--- src/rtl/mdio_slave_pkg.sv ---
package mdio_slave_pkg;

    localparam int OP_W = 2;
    localparam logic [OP_W-1:0] OPC_READ  = 2'b10;
    localparam logic [OP_W-1:0] OPC_WRITE = 2'b01;

    typedef enum logic [2:0] {
        ST_IDLE    = 3'd0,
        ST_START   = 3'd1,
        ST_HDR     = 3'd2,
        ST_TA_RD   = 3'd3,
        ST_TA_WR   = 3'd4,
        ST_RD_DATA = 3'd5,
        ST_WR_DATA = 3'd6
    } mdio_state_e;

endpackage

--- src/rtl/mdio_line_sync.sv ---
module mdio_line_sync #(
    parameter int STAGES = 2
) (
    input  logic clk,
    input  logic rst,
    input  logic mdc_in,
    input  logic mdio_in,
    output logic mdc_rise,
    output logic mdio_bit
);
    logic [STAGES-1:0] mdc_pipe_d, mdc_pipe_q;
    logic [STAGES-1:0] dat_pipe_d, dat_pipe_q;
    logic              mdc_last_d, mdc_last_q;

    assign mdc_pipe_d[0] = mdc_in;
    assign dat_pipe_d[0] = mdio_in;

    genvar g;
    generate
        for (g = 1; g < STAGES; g++) begin : g_chain
            assign mdc_pipe_d[g] = mdc_pipe_q[g-1];
            assign dat_pipe_d[g] = dat_pipe_q[g-1];
        end
    endgenerate

    always_comb begin
        mdc_last_d = mdc_pipe_q[STAGES-1];
    end

    always_ff @(posedge clk) begin
        if (rst) begin
            mdc_pipe_q <= '0;
            dat_pipe_q <= '1;
            mdc_last_q <= 1'b0;
        end else begin
            mdc_pipe_q <= mdc_pipe_d;
            dat_pipe_q <= dat_pipe_d;
            mdc_last_q <= mdc_last_d;
        end
    end

    assign mdc_rise = mdc_pipe_q[STAGES-1] & ~mdc_last_q;
    assign mdio_bit = dat_pipe_q[STAGES-1];

    AST_RISE_SINGLE: assert property (@(posedge clk) disable iff (rst)
        mdc_rise |=> !mdc_rise);

endmodule

--- src/rtl/mdio_frame_engine.sv ---
module mdio_frame_engine
    import mdio_slave_pkg::*;
#(
    parameter int DATA_W = 16,
    parameter int REG_AW = 5,
    parameter int PHY_AW = 5
) (
    input  logic              clk,
    input  logic              rst,
    input  logic              bit_stb,
    input  logic              bit_val,
    input  logic [DATA_W-1:0] rd_data,
    output logic              drv_en,
    output logic              drv_val,
    output logic [REG_AW-1:0] acc_addr,
    output logic [DATA_W-1:0] wr_data,
    output logic              wr_stb,
    output logic              rd_stb
);
    localparam int HDR_BITS = OP_W + PHY_AW + REG_AW;
    localparam int MAXCNT   = (DATA_W > HDR_BITS) ? DATA_W : HDR_BITS;
    localparam int CNT_W    = $clog2(MAXCNT + 1);
    localparam int TA_WR_N  = 2;

    typedef struct packed {
        mdio_state_e       st;
        logic [CNT_W-1:0]  cnt;
        logic [DATA_W-1:0] acc;
        logic [REG_AW-1:0] addr;
        logic              we;
        logic              re;
    } eng_t;

    localparam eng_t ENG_RST = '{st: ST_IDLE, cnt: '0, acc: '0, addr: '0,
                                 we: 1'b0, re: 1'b0};

    eng_t q, d;
    logic [DATA_W-1:0]   acc_in;
    logic [HDR_BITS-1:0] hdr;
    logic [OP_W-1:0]     opc;
    logic                last_bit;

    assign acc_in   = {q.acc[DATA_W-2:0], bit_val};
    assign hdr      = acc_in[HDR_BITS-1:0];
    assign opc      = hdr[HDR_BITS-1 -: OP_W];
    assign last_bit = (q.cnt == CNT_W'(1));

    always_comb begin
        d    = q;
        d.we = 1'b0;
        d.re = 1'b0;
        // read data arrives in the cycle the read strobe is up
        if (q.re) begin
            d.acc = rd_data;
        end
        if (bit_stb) begin
            case (q.st)
                ST_IDLE: begin
                    if (!bit_val) d.st = ST_START;
                end
                ST_START: begin
                    if (bit_val) begin
                        d.st  = ST_HDR;
                        d.cnt = CNT_W'(HDR_BITS);
                        d.acc = '0;
                    end
                end
                ST_HDR: begin
                    d.acc = acc_in;
                    d.cnt = q.cnt - 1'b1;
                    if (last_bit) begin
                        if (opc == OPC_READ) begin
                            d.addr = hdr[REG_AW-1:0];
                            d.re   = 1'b1;
                            d.st   = ST_TA_RD;
                        end else if (opc == OPC_WRITE) begin
                            d.addr = hdr[REG_AW-1:0];
                            d.cnt  = CNT_W'(TA_WR_N);
                            d.st   = ST_TA_WR;
                        end else begin
                            d.st   = ST_IDLE;
                        end
                    end
                end
                ST_TA_RD: begin
                    d.st  = ST_RD_DATA;
                    d.cnt = CNT_W'(DATA_W);
                end
                ST_TA_WR: begin
                    d.cnt = q.cnt - 1'b1;
                    if (last_bit) begin
                        d.st  = ST_WR_DATA;
                        d.cnt = CNT_W'(DATA_W);
                    end
                end
                ST_RD_DATA: begin
                    d.acc = {q.acc[DATA_W-2:0], 1'b0};
                    d.cnt = q.cnt - 1'b1;
                    if (last_bit) d.st = ST_IDLE;
                end
                ST_WR_DATA: begin
                    d.acc = acc_in;
                    d.cnt = q.cnt - 1'b1;
                    if (last_bit) begin
                        d.we = 1'b1;
                        d.st = ST_IDLE;
                    end
                end
                default: d.st = ST_IDLE;
            endcase
        end
    end

    always_ff @(posedge clk) begin
        if (rst) q <= ENG_RST;
        else     q <= d;
    end

    assign drv_en   = (q.st == ST_TA_RD) || (q.st == ST_RD_DATA);
    assign drv_val  = (q.st == ST_RD_DATA) ? q.acc[DATA_W-1] : 1'b0;
    assign acc_addr = q.addr;
    assign wr_data  = q.acc;
    assign wr_stb   = q.we;
    assign rd_stb   = q.re;

    AST_NO_DUAL_STROBE: assert property (@(posedge clk) disable iff (rst)
        !(q.we && q.re));
    AST_WE_SINGLE: assert property (@(posedge clk) disable iff (rst)
        q.we |=> !q.we);
    AST_RE_SINGLE: assert property (@(posedge clk) disable iff (rst)
        q.re |=> !q.re);
    AST_RE_IN_TA: assert property (@(posedge clk) disable iff (rst)
        q.re |-> (q.st == ST_TA_RD));
    AST_WE_AT_IDLE: assert property (@(posedge clk) disable iff (rst)
        q.we |-> (q.st == ST_IDLE));
    AST_HOLD_NO_EDGE: assert property (@(posedge clk) disable iff (rst)
        !bit_stb |=> $stable(q.st));
    AST_CNT_BOUND: assert property (@(posedge clk) disable iff (rst)
        q.cnt <= CNT_W'(MAXCNT));

endmodule

--- src/rtl/mdio_slave.sv ---
module mdio_slave
    import mdio_slave_pkg::*;
#(
    parameter int SYNC_STAGES = 2,
    parameter int DATA_W      = 16,
    parameter int REG_AW      = 5,
    parameter int PHY_AW      = 5
) (
    input  logic              clk,
    input  logic              rst,
    input  logic              mdc,
    input  logic              mdio_i,
    output logic              mdio_o,
    output logic              mdio_oe,
    output logic [REG_AW-1:0] reg_addr,
    output logic [DATA_W-1:0] reg_wdata,
    output logic              reg_we,
    output logic              reg_re,
    input  logic [DATA_W-1:0] reg_rdata
);
    logic edge_stb;
    logic edge_bit;

    mdio_line_sync #(.STAGES(SYNC_STAGES)) u_sync (
        .clk      (clk),
        .rst      (rst),
        .mdc_in   (mdc),
        .mdio_in  (mdio_i),
        .mdc_rise (edge_stb),
        .mdio_bit (edge_bit)
    );

    mdio_frame_engine #(.DATA_W(DATA_W), .REG_AW(REG_AW), .PHY_AW(PHY_AW)) u_eng (
        .clk      (clk),
        .rst      (rst),
        .bit_stb  (edge_stb),
        .bit_val  (edge_bit),
        .rd_data  (reg_rdata),
        .drv_en   (mdio_oe),
        .drv_val  (mdio_o),
        .acc_addr (reg_addr),
        .wr_data  (reg_wdata),
        .wr_stb   (reg_we),
        .rd_stb   (reg_re)
    );

    AST_OE_SILENT: assert property (@(posedge clk) disable iff (rst)
        !mdio_oe |-> !mdio_o);
    AST_NO_DRIVE_ON_WRITE: assert property (@(posedge clk) disable iff (rst)
        reg_we |-> !mdio_oe);

endmodule

--- config.mk ---
export PLATFORM = sky130hd
export DESIGN_NAME = mdio_slave
export DESIGN_NICKNAME = d
export VERILOG_FILES = /design/src/rtl/mdio_slave_pkg.sv /design/src/rtl/mdio_line_sync.sv /design/src/rtl/mdio_frame_engine.sv /design/src/rtl/mdio_slave.sv
export SDC_FILE = /design/constraint.sdc
export NUM_CORES = 1
export LEC_CHECK = 0
export ABC_CLOCK_PERIOD_IN_PS = 4300
export BUFFER_PORTS_ARGS = -buffer_cell sky130_fd_sc_hd__buf_2
export CORE_ASPECT_RATIO = 1.25
export CORE_MARGIN = 2
export CORE_UTILIZATION = 55
export CTS_CLUSTER_SIZE = 40
export DETAILED_ROUTE_END_ITERATION = 10
export PLACE_DENSITY = 0.81
export REMOVE_ABC_BUFFERS = 1
export SLEW_MARGIN = 30
export SYNTH_ARGS = -nofsm -noshare
export SYNTH_HDL_FRONTEND = slang
export SYNTH_SLANG_ARGS = --single-unit
--- constraint.sdc ---
create_clock -name clk -period 4.3 [get_ports clk]
set_clock_uncertainty 0.2 [all_clocks]
set_input_delay 0.645 -clock clk [delete_from_list [all_inputs] [get_ports clk]]
set_output_delay 0.645 -clock clk [all_outputs]
set_load 0.01 [all_outputs]
==> summary.md <==
| Metric | Value |
|---|---|
| Setup TNS | 0 ns |
| Required @ worst endpoint | ~3.5 ns |
| Initial antenna violation count | 0 |
| Drt wl/cell | roughly 14 um |
| CTS tree | built |
| Top_reg_cell synth | dfxtp_1 |
| Crit path max-delay family | flip-flops |
| Tmin final | roughly 2.5 ns |
| Status | finished clean |
| Reg-to-reg startpoint | u_eng.q[23] |
| Port Buffer Count | 44 |
| Initial Utilization | 0.575 |
| # IOs | 45 |
| CTS root buffer | clkbuf_8 |
| CTS Hold Bufs | 0 |
| TritonRoute pass-1 iters | 5 |
| Total track usage | 0.196 |
| Syn Inst Count | between 200 and 250 |
| Worst setup path start | u_eng.q[30] |
| Average cell area after synthesis | 8.56 um2 |
| Crit Path Max Fanout | 16 |
| Area delta synth->final | 8.06% |
| HP Start | u_sync.dat_pipe_q[0] |
| Netlist cell types | between 40 and 50 |
| CTS Buf Count | 5 |
| DRT iter0 DRCs | 74 |
| Max Freq | ~400 MHz |
| RSZ-0062 raised after global routing | no |
| Pwr dens | around 290 mW/mm2 |
| Chip width | approximately 58 um |
| Final period util | 0.591 |
| Leak pwr | a little under 0.9 nW |
| # DRC | 0 |
| Vias in the first global route | between 1000 and 1500 |
| PostCTS Resize Cnt | 0 |
| Worst min path class | flop to flop |
| Vias | between 1500 and 2000 |
| Worst hold margin | ~0.21 ns |
| Largest net degree at the start of global routing | 38 |
| CP bufs+invs | 2 |
| Congestion Overflow GR | 0 |
| Clk buf depth | 2 |
| R2R Setup Slk | about 1.9 ns |
| Count of final hold-check violations | 0 |
| DIE AREA | 0.00414 mm2 |
| YS warnings | 0 |
| Mapped Area | between 0.002 and 0.0025 mm2 |
| # Post-CTS Setup Buffers | 0 |
| Actual slew at the worst max-slew pin | about 0.77 ns |
| Setup crit end kind | primary output |
| Routed WL | 3920 um |
| Slowest stage delay, CP | roughly 0.64 ns |
| Slowest CP cell | dfxtp_1 |
| CTS H-Tree Depth | 2 |
| Routability Congestion | 0.879 |
| CP Cell Sequence | nor2b_1 -> inv_1 -> a21oi_1 -> buf_2 |
| Number of synthesized register bits | 36 |
| Share of flip-flops with an asynchronous set or reset | 0 |
| Fillers | about 330 |
| Max_cap viols | 0 |
| Crit path arrival time | roughly 1.7 ns |
| First-pass GRT wire length | about 6300 um |
| Proportion of layout cells with a drive suffix above 1 | 0.307 |
| Core area | approximately 0.0035 mm2 |
| Sequential area share after synthesis | 0.360 |
| Maximum vdd drop | around 0.28 mV |
| Worst skew pair latency | 0.29 ns |
| Via/cell ratio | 5.69 |
| Max-slew violation count | 0 |
| Commonest non-fill, non-tap cell in the layout | buf_2 |
| Max_slew headroom | 0.487 |
| Die H | between 70 and 80 um |
| Clock transition at the registers of the reported paths | 0.07 ns |
| Setup-failing EPs final | 0 |
| Critical Path Start Type | flop |
| Crit Path Category | flop to primary output |
| Dpl hpwl | about 2700 um |
| Commonest non-fill, non-tap cells in the layout | 44 x buf_2, 36 x dfxtp_1, 26 x nor2_1 |
| Clock Sinks | 36 |
| Antenna Diode Count | 0 |
| EDFF count, synth | 0 |
| Nets@finish | around 270 |
| Antenna Nets Post-Route | 0 |
| Site Rows | 24 |
-- per-stage QoR --
step                instance area [um2]  power (mW)  std cells  utilization  worst slack [ns]
global placement                   2060       0.369        282        0.592              1.80
CTS                                2160       0.622        290        0.621              1.76
global route                       2160       0.637        290        0.621              1.64
floorplan                          1790       0.354        199            -              2.08
detailed placement                 2070       0.370        282        0.593              1.79
finish                             2160       0.618        290        0.621              1.76
-- final cells by class --
cell class | count | area (um2) | area share
clock buffer | 6 | 82.6 | 0.0382
clock inverter | 2 | 13.8 | 0.00636
inverter | 10 | 37.5 | 0.0173
multi-input combinational | 153 | 1040 | 0.481
sequential | 36 | 721 | 0.333
tap | 39 | 48.8 | 0.0225
timing repair buffer | 44 | 220 | 0.102
-- metal layers --
layer	global-route usage	wire length, um
met1	0.254	1790
met3	0.0596	237
met2	0.298	1830
met4	0.0879	68
met5	0	0
-- cells in the mapped netlist, types with 2 or more instances --
| cell | instances | area share |
|---|---|---|
| nand2b_1 | 3 | 0.0094 |
| nor2_1 | 27 | 0.051 |
| nor2b_1 | 7 | 0.022 |
| o21ai_0 | 12 | 0.030 |
| o21ai_1 | 2 | 0.0050 |
| buf_4 | 21 | 0.079 |
| nand2_1 | 13 | 0.024 |
| a211oi_1 | 2 | 0.0075 |
| mux2_2 | 14 | 0.079 |
| nand3_1 | 3 | 0.0075 |
| clkbuf_1 | 14 | 0.026 |
| or4b_4 | 2 | 0.014 |
| dfxtp_1 | 36 | 0.36 |
| mux2i_1 | 5 | 0.025 |
| a31oi_1 | 2 | 0.0062 |
| or2_2 | 2 | 0.0062 |
| inv_1 | 10 | 0.019 |
| o31ai_1 | 2 | 0.0075 |
| a21oi_1 | 11 | 0.027 |
| and3_1 | 2 | 0.0062 |
| nor3_1 | 4 | 0.010 |
| o22ai_1 | 2 | 0.0062 |
| a22oi_1 | 15 | 0.056 |
| ha_1 | 4 | 0.025 |
-- sequential cells by signal, summed over array words and instances (netlist names) --
signal / count
u_eng.acc_addr: 5
u_eng.wr_stb: 1
u_sync.mdc_last_q: 1
u_sync.mdc_pipe_q: 2
u_sync.dat_pipe_q: 2
u_eng.rd_stb: 1
u_eng.wr_data: 16
u_eng.q: 8
-- final timing paths --
path,to,cells past startpoint
worst max-delay path,mdio_oe,4
worst min register to register,u_sync.dat_pipe_q[1],1
worst max register to register,u_eng.acc_addr[1],6
worst min-delay path,u_sync.dat_pipe_q[1],1
-- logic make-up after synthesis --
kind of cell | after synthesis | share of synthesized area
buf+inv | 45 | 0.124
mux | 19 | 0.104
xor+xnor | 2 | 0.00875
simple gates | 72 | 0.196
compound gates | 56 | 0.183
flops | 36 | 0.360
fa+ha+maj | 4 | 0.0250
-- where the power goes --
part           total [mW]  internal [mW]  switching (mW)
clock network       0.256          0.131           0.125
logic              0.0241         0.0105          0.0135
registers           0.338          0.336         0.00269
No activity file was read; power rests on OpenSTA's default activity.
